**src/rtl/bat_pkg.sv**
```systemverilog
package bat_pkg;

    localparam int WORD_W   = 32;
    localparam int HI_LSB   = 28;   // exact-compare region [31:28]
    localparam int BLK_LSB  = 17;   // maskable region [27:17]
    localparam int BLK_W    = HI_LSB - BLK_LSB;
    localparam int LEN_LSB  = 2;    // length mask in tag [12:2]
    localparam int PASS_LSB = 12;   // pass-through region [16:12]
    localparam int PASS_W   = BLK_LSB - PASS_LSB;
    localparam int SV_BIT   = 1;
    localparam int UV_BIT   = 0;

    typedef enum logic [1:0] {
        XL_MISS  = 2'b00,
        XL_GRANT = 2'b01,
        XL_DENY  = 2'b10
    } xl_status_e;

    typedef enum logic [1:0] {
        RIGHTS_NONE = 2'b00,
        RIGHTS_RO_A = 2'b01,
        RIGHTS_RW   = 2'b10,
        RIGHTS_RO_B = 2'b11
    } rights_e;

    typedef struct packed {
        logic              match;
        logic              allow;
        logic [1:0]        prot;
        logic [WORD_W-1:0] paddr;
    } xl_hit_t;

endpackage

```
**src/rtl/bat_map_store.sv**
```systemverilog
module bat_map_store
    import bat_pkg::*;
#(
    parameter int N_ENTRIES = 4,
    localparam int IDX_W = (N_ENTRIES > 1) ? $clog2(N_ENTRIES) : 1
) (
    input  logic                              clk,
    input  logic                              rst_n,
    input  logic                              cfg_we,
    input  logic                              cfg_instr,
    input  logic [IDX_W-1:0]                  cfg_idx,
    input  logic                              cfg_lower,
    input  logic [WORD_W-1:0]                 cfg_wdata,
    input  logic                              side_fetch,
    output logic [N_ENTRIES-1:0][WORD_W-1:0]  sel_tag,
    output logic [N_ENTRIES-1:0][WORD_W-1:0]  sel_tgt
);

    logic [N_ENTRIES-1:0][WORD_W-1:0] ins_tag, ins_tgt, dat_tag, dat_tgt;

    for (genvar e = 0; e < N_ENTRIES; e++) begin : g_ent
        logic hit_idx;
        assign hit_idx = cfg_we && (cfg_idx == IDX_W'(e));

        always_ff @(posedge clk or negedge rst_n) begin
            if (!rst_n) begin
                ins_tag[e] <= '0;
                ins_tgt[e] <= '0;
                dat_tag[e] <= '0;
                dat_tgt[e] <= '0;
            end else if (hit_idx) begin
                unique case ({cfg_instr, cfg_lower})
                    2'b10:   ins_tag[e] <= cfg_wdata;
                    2'b11:   ins_tgt[e] <= cfg_wdata;
                    2'b00:   dat_tag[e] <= cfg_wdata;
                    default: dat_tgt[e] <= cfg_wdata;
                endcase
            end
        end
    end

    always_comb begin
        if (side_fetch) begin
            sel_tag = ins_tag;
            sel_tgt = ins_tgt;
        end else begin
            sel_tag = dat_tag;
            sel_tgt = dat_tgt;
        end
    end


    ins_tag_write_chk: assert property (@(posedge clk) disable iff (!rst_n)
        (cfg_we && cfg_instr && !cfg_lower)
        |=> ins_tag[$past(cfg_idx)] == $past(cfg_wdata));


    dat_tgt_write_chk: assert property (@(posedge clk) disable iff (!rst_n)
        (cfg_we && !cfg_instr && cfg_lower)
        |=> dat_tgt[$past(cfg_idx)] == $past(cfg_wdata));


    quiet_hold_chk: assert property (@(posedge clk) disable iff (!rst_n)
        !cfg_we |=> $stable(dat_tag) && $stable(ins_tgt));

endmodule

```
**src/rtl/bat_entry_match.sv**
```systemverilog
module bat_entry_match
    import bat_pkg::*;
(
    input  logic              clk,
    input  logic              rst_n,
    input  logic [WORD_W-1:0] tag_w,
    input  logic [WORD_W-1:0] tgt_w,
    input  logic [WORD_W-1:0] ea,
    input  logic              is_user,
    input  logic              need_write,
    output xl_hit_t           hit
);

    logic [BLK_W-1:0] len_mask;
    logic             enabled, hi_eq, blk_eq;
    logic             rd_ok, wr_ok;
    rights_e          rights;

    assign len_mask = tag_w[LEN_LSB +: BLK_W];
    assign enabled  = is_user ? tag_w[UV_BIT] : tag_w[SV_BIT];
    assign hi_eq    = (ea[WORD_W-1:HI_LSB] == tag_w[WORD_W-1:HI_LSB]);
    assign blk_eq   = (((ea[HI_LSB-1:BLK_LSB] ^ tag_w[HI_LSB-1:BLK_LSB])
                        & ~len_mask) == '0);
    assign rights   = rights_e'(tgt_w[1:0]);

    always_comb begin
        unique case (rights)
            RIGHTS_NONE: begin rd_ok = 1'b0; wr_ok = 1'b0; end
            RIGHTS_RW:   begin rd_ok = 1'b1; wr_ok = 1'b1; end
            default:     begin rd_ok = 1'b1; wr_ok = 1'b0; end
        endcase
    end

    always_comb begin
        hit.match = enabled && hi_eq && blk_eq;
        hit.prot  = {wr_ok, rd_ok};
        hit.allow = need_write ? wr_ok : rd_ok;
        hit.paddr = {tgt_w[WORD_W-1:HI_LSB],
                     (ea[HI_LSB-1:BLK_LSB] & len_mask) | tgt_w[HI_LSB-1:BLK_LSB],
                     ea[BLK_LSB-1:PASS_LSB],
                     {PASS_LSB{1'b0}}};
    end

    logic unused_bits;
    assign unused_bits = ^{tag_w[BLK_LSB-1:LEN_LSB+BLK_W], tgt_w[BLK_LSB-1:2],
                           ea[PASS_LSB-1:0]};


    hi_region_chk: assert property (@(posedge clk) disable iff (!rst_n)
        hit.match |-> ea[WORD_W-1:HI_LSB] == tag_w[WORD_W-1:HI_LSB]);


    priv_enable_chk: assert property (@(posedge clk) disable iff (!rst_n)
        hit.match |-> (is_user ? tag_w[UV_BIT] : tag_w[SV_BIT]));

endmodule

```
**src/rtl/bat_first_hit.sv**
```systemverilog
module bat_first_hit
    import bat_pkg::*;
#(
    parameter int N_ENTRIES = 4,
    localparam int IDX_W = (N_ENTRIES > 1) ? $clog2(N_ENTRIES) : 1
) (
    input  logic                     clk,
    input  logic                     rst_n,
    input  logic                     active,
    input  xl_hit_t [N_ENTRIES-1:0]  hits,
    output xl_status_e               status,
    output logic [WORD_W-1:0]        paddr,
    output logic [1:0]               prot,
    output logic [IDX_W-1:0]         idx
);

    logic found;
    logic [N_ENTRIES-1:0] match_vec;

    for (genvar e = 0; e < N_ENTRIES; e++) begin : g_vec
        assign match_vec[e] = hits[e].match;
    end

    always_comb begin
        found  = 1'b0;
        status = XL_MISS;
        paddr  = '0;
        prot   = '0;
        idx    = '0;
        if (active) begin
            for (int i = 0; i < N_ENTRIES; i++) begin
                if (!found && hits[i].match) begin
                    found  = 1'b1;
                    idx    = IDX_W'(i);
                    paddr  = hits[i].paddr;
                    prot   = hits[i].prot;
                    status = hits[i].allow ? XL_GRANT : XL_DENY;
                end
            end
        end
    end


    pick_is_match_chk: assert property (@(posedge clk) disable iff (!rst_n)
        (status != XL_MISS) |-> match_vec[idx]);


    any_match_found_chk: assert property (@(posedge clk) disable iff (!rst_n)
        (active && (|match_vec)) |-> (status != XL_MISS));


    entry0_wins_chk: assert property (@(posedge clk) disable iff (!rst_n)
        (active && match_vec[0]) |-> (idx == '0));

endmodule

```
**src/rtl/bat_xlate_matcher.sv**
```systemverilog
module bat_xlate_matcher
    import bat_pkg::*;
#(
    parameter int N_ENTRIES = 4,
    localparam int IDX_W = (N_ENTRIES > 1) ? $clog2(N_ENTRIES) : 1
) (
    input  logic              clk,
    input  logic              rst_n,
    input  logic              cfg_we,
    input  logic              cfg_instr,
    input  logic [IDX_W-1:0]  cfg_idx,
    input  logic              cfg_lower,
    input  logic [31:0]       cfg_wdata,
    input  logic              req_valid,
    input  logic [31:0]       req_addr,
    input  logic              req_fetch,
    input  logic              req_store,
    input  logic              req_user,
    output logic [1:0]        rsp_status,
    output logic [31:0]       rsp_paddr,
    output logic [1:0]        rsp_prot,
    output logic [IDX_W-1:0]  rsp_entry
);

    logic [N_ENTRIES-1:0][WORD_W-1:0] tag_arr, tgt_arr;
    xl_hit_t [N_ENTRIES-1:0]          hits;
    xl_status_e                       status;
    logic                             need_write;

    assign need_write = req_store && !req_fetch;

    bat_map_store #(.N_ENTRIES(N_ENTRIES)) store_i (
        .clk        (clk),
        .rst_n      (rst_n),
        .cfg_we     (cfg_we),
        .cfg_instr  (cfg_instr),
        .cfg_idx    (cfg_idx),
        .cfg_lower  (cfg_lower),
        .cfg_wdata  (cfg_wdata),
        .side_fetch (req_fetch),
        .sel_tag    (tag_arr),
        .sel_tgt    (tgt_arr)
    );

    for (genvar e = 0; e < N_ENTRIES; e++) begin : g_cmp
        bat_entry_match cmp_i (
            .clk        (clk),
            .rst_n      (rst_n),
            .tag_w      (tag_arr[e]),
            .tgt_w      (tgt_arr[e]),
            .ea         (req_addr),
            .is_user    (req_user),
            .need_write (need_write),
            .hit        (hits[e])
        );
    end

    bat_first_hit #(.N_ENTRIES(N_ENTRIES)) pick_i (
        .clk    (clk),
        .rst_n  (rst_n),
        .active (req_valid),
        .hits   (hits),
        .status (status),
        .paddr  (rsp_paddr),
        .prot   (rsp_prot),
        .idx    (rsp_entry)
    );

    assign rsp_status = status;


    idle_miss_chk: assert property (@(posedge clk) disable iff (!rst_n)
        !req_valid |-> rsp_status == XL_MISS);


    miss_zero_chk: assert property (@(posedge clk) disable iff (!rst_n)
        (rsp_status == XL_MISS) |-> (rsp_paddr == '0 && rsp_prot == '0 && rsp_entry == '0));


    status_legal_chk: assert property (@(posedge clk) disable iff (!rst_n)
        rsp_status != 2'b11);


    store_grant_chk: assert property (@(posedge clk) disable iff (!rst_n)
        (rsp_status == XL_GRANT && req_store && !req_fetch) |-> rsp_prot[1]);


    read_deny_chk: assert property (@(posedge clk) disable iff (!rst_n)
        (rsp_status == XL_DENY && !(req_store && !req_fetch)) |-> rsp_prot == 2'b00);


    pass_bits_chk: assert property (@(posedge clk) disable iff (!rst_n)
        (rsp_status != XL_MISS) |-> (rsp_paddr[16:12] == req_addr[16:12]
                                     && rsp_paddr[11:0] == '0));

endmodule

```
**config.mk**
```make
export PLATFORM = sky130hd
export DESIGN_NAME = bat_xlate_matcher
export DESIGN_NICKNAME = d
export VERILOG_FILES = /design/src/rtl/bat_pkg.sv /design/src/rtl/bat_map_store.sv /design/src/rtl/bat_entry_match.sv /design/src/rtl/bat_first_hit.sv /design/src/rtl/bat_xlate_matcher.sv
export SDC_FILE = /design/constraint.sdc
export NUM_CORES = 1
export LEC_CHECK = 0
export ABC_AREA = 1
export CAP_MARGIN = 20
export CELL_PAD_IN_SITES_DETAIL_PLACEMENT = 1
export CELL_PAD_IN_SITES_GLOBAL_PLACEMENT = 1
export CORE_ASPECT_RATIO = 0.9
export CORE_MARGIN = 2
export CORE_UTILIZATION = 48
export CTS_CLUSTER_DIAMETER = 30
export DETAILED_ROUTE_END_ITERATION = 16
export PLACE_DENSITY = 0.87
export SLEW_MARGIN = 20
export SYNTH_ARGS = -nofsm -noshare
export SYNTH_HDL_FRONTEND = slang
export SYNTH_SLANG_ARGS = --single-unit
```
**constraint.sdc**
```tcl
create_clock -name clk -period 6.1 [get_ports clk]
set_input_delay 1.22 -clock clk [delete_from_list [all_inputs] [get_ports clk]]
set_output_delay 1.22 -clock clk [all_outputs]
set_load 0.02 [all_outputs]
```
==> results.cfg, run 1 <==
[outcome]
status = finished clean

[routing]
drcViolationCount = 0
vias = 17937
wire_per_inst_um = 24.43
via_per_inst = 6.033
wl_mm = 72.63
first_pass_iters = 7
drtAntennaViolNets = 0
first_iter_violations = 1751

[logic_synthesis]
synth_top_area_frac = 0.5063
async_flop_share = 1.000
syn-instance-count = 2345
synth-edff-count = 0
synth-seq-area-share = 0.5063
yosysMostFrequentCell = nand2_1
syn-cell-area_sq_mm = 0.01779
synthDistinctLibCells = 37
synth_warnings = 0
synth_top_cell_by_area = dfrtp_1
synthTopCellsByArea = dfrtp_1 51%, nand2_1 18%, o21ai_0 11%
ys_seq_elements = 360
ys_dominant_reg_cell = dfrtp_1
syn_area_per_cell_sq_um = 7.588
synthTopCellsByCount = 851 x nand2_1, 390 x o21ai_0, 360 x dfrtp_1, 155 x nand3_1, 142 x inv_1

[setup_path]
arrival_ps = 4810
end_kind = primary output
path_max_fanout = 28
start_kind = primary input
required_ps = 4880
crit_type = in2out

[global_routing]
grtUsageMet1 = 0.4560
grt_overflow = 0
grt_max_degree = 118
grt_usage = 0.3828
use_met2 = 0.6206
grtUsageMet3 = 0.08732
antenna_found_initial = 1
grt_pass1_wl_mm = 112.3
grt_pass1_vias = 19668
top_usage_layer = met2

[clock_tree]
cts.sink_count = 360
tritoncts.num_buffers = 88
cts_tree = done
cts_root_buf = clkbuf_16
h-tree-depth = 3
clock_path_buffers = 3
clkTransAtPathRegs_ps = 40
clk_latency_ps = 610

[power_and_ir_drop]
power_density_mw_per_mm2 = 429.4
p_seq_frac = 0.338
p_leak_nw = 10.82
p_switching_mw = 2.814
swShare = 0.2972
p_comb_frac = 0.156
ir_drop_mv = 0.4572
p_int_mw = 6.656
power.share.clock = 0.505

[die]
dieHeight_um = 186.7
die-area_sq_mm = 0.03863
num_rows = 66
core-area_sq_mm = 0.03633
die_x_um = 207.0
start_util = 0.4897
io_pins = 113

[placed_design]
post-dp-hpwl_mm = 42.68
gp_congestion = 0.8701
port_buffers = 84

[sta]
setup_viol = 0
hold_viol_final = 0
worst_slew_pin_slew_ps = 1085
fmax_mhz = 165.9
final.period_utilization = 0.9883
fin_setup_tns_ps = 0
rsz0062_at_grt = no
slew_violations = 0
max_slew_margin = 0.2746
fin_worst_skew_ps = 0
period_needed_ps = 6028

[run]
cap_violations = 0

[final_layout]
utilization = 0.6070
num-fill-cells = 4370
nets = 2503
drive_gt1_frac = 0.09696
areaGrowthSynthToFinish_pct = 23.96

[hold_path]
min_path_type = reg2reg
[state kept, by name, summed over array words and instances (netlist names)]
name,count
store_i.dat_tgt,68
store_i.ins_tgt,68
store_i.ins_tag,112
store_i.dat_tag,112
[final timing paths]
path | start | end | slack, ps | cells after the start
hold / removal | store_i.dat_tag[8] | store_i.dat_tag[8] | 480 | 2
max in group asynchronous | rst_n | store_i.dat_tgt[27] | 4190 | 2
setup reg to reg | store_i.dat_tgt[18] | store_i.dat_tgt[18] | 5200 | 2
min in group asynchronous | rst_n | store_i.dat_tag[75] | 620 | 1
hold reg to reg | store_i.dat_tag[8] | store_i.dat_tag[8] | 480 | 2
setup / recovery | req_fetch | rsp_paddr[19] | 70 | 13
[stage by stage]
step	cell area (sq um)	total power [mW]	std cells	hold WS, ps	setup WS (ps)
after floorplan	17830	4.007	2356	445.1	1826
after global placement	19030	4.417	2814	459.0	342.2
after detailed placement	19040	4.542	2814	465.3	281.6
after CTS	22040	9.453	2972	480.2	131.0
after global routing	22050	9.831	2972	501.5	10.50
final	22060	9.470	2973	477.9	71.52
[routing by layer]
metal	wire length, um	share of wire	vias to the layer above
met2	34440	0.47	885
li1	-	-	7747
met1	27400	0.38	8998
met4	5182	0.071	0
met5	0	0	-
met3	5603	0.077	307
[layout by cell type (no fill, tap or decap), types with 5 or more instances in the layout]
master           count
conb_1              12
clkinv_2            21
nand2_2              6
a21oi_1             33
o21ai_1             20
o211ai_1            19
bufinv_16           13
clkdlybuf4s50_1     82
buf_4               47
nor2_1             130
clkbuf_1            12
dfrtp_1            360
nand3_1            152
clkbuf_16           88
clkinvlp_4           7
o21ai_0            390
inv_6                5
inv_1              142
mux2i_1              7
buf_12               5
nand2_1            846
nor2_2               5
or2_2               15
a211oi_1            10
o211a_1             17
clkbuf_8             8
nand4_1             13
[cells by family (layout without fill, tap and decap cells)]
group	after synthesis	count (layout)	synth area share
xor+xnor	1	1	0.0004923
buf+inv	299	439	0.07208
compound gates	493	493	0.1482
simple gates	1184	1184	0.2688
flops	360	360	0.5063
mux	7	7	0.003938
other cells	1	13	0.0002108
[final cells by class]
cell class	instances	area, sq um	share of cell area
clock buffers	108	2357	0.1069
well taps	476	595.6	0.02700
multi-input cells	1697	7600	0.3446
inverters	145	546.8	0.02479
clock inverters	50	645.6	0.02927
diodes	1	2.502	0.0001135
flip-flops and latches	360	9009	0.4084
repair buffers	136	1300	0.05894
[power by group through the flow]
stage,Combinational [mW],Sequential [mW],Clock [mW]
final,1.48,3.21,4.79
after floorplan,0.896,3.11,0
after global placement,1.27,3.15,0
after CTS,1.46,3.19,4.81
after global routing,1.64,3.25,4.95
after detailed placement,1.35,3.19,0
[worst max-delay path, cell delays in order]
cell,delay (ps)
buf_6,200
inv_4,150
buf_12,200
o21ai_1,490
nand2_1,350
and3_1,260
nand4_2,270
buf_4,250
nand3_2,110
nand2_2,270
nor2_1,70
nor2_1,240
clkdlybuf4s50_1,680
[repair_timing]
item	in CTS	in global routing
resized for setup	0	1
endpoints found under the setup margin	0	3
endpoints found under the hold margin	0	0
buffers inserted	0	0
hold buffers	0	0
Power figures use the tool's default switching activity.
==> inputs of run 2 (changes only) <==
--- a/config.mk
+++ b/config.mk
@@ -13,6 +13,7 @@
 export CORE_MARGIN = 2
 export CORE_UTILIZATION = 48
 export CTS_CLUSTER_DIAMETER = 30
+export CTS_CLUSTER_SIZE = 30
 export DETAILED_ROUTE_END_ITERATION = 16
 export PLACE_DENSITY = 0.87
 export SLEW_MARGIN = 20
==> results of run 2 <==
The final DEF is identical to that of run 1; final timing and power are the same.
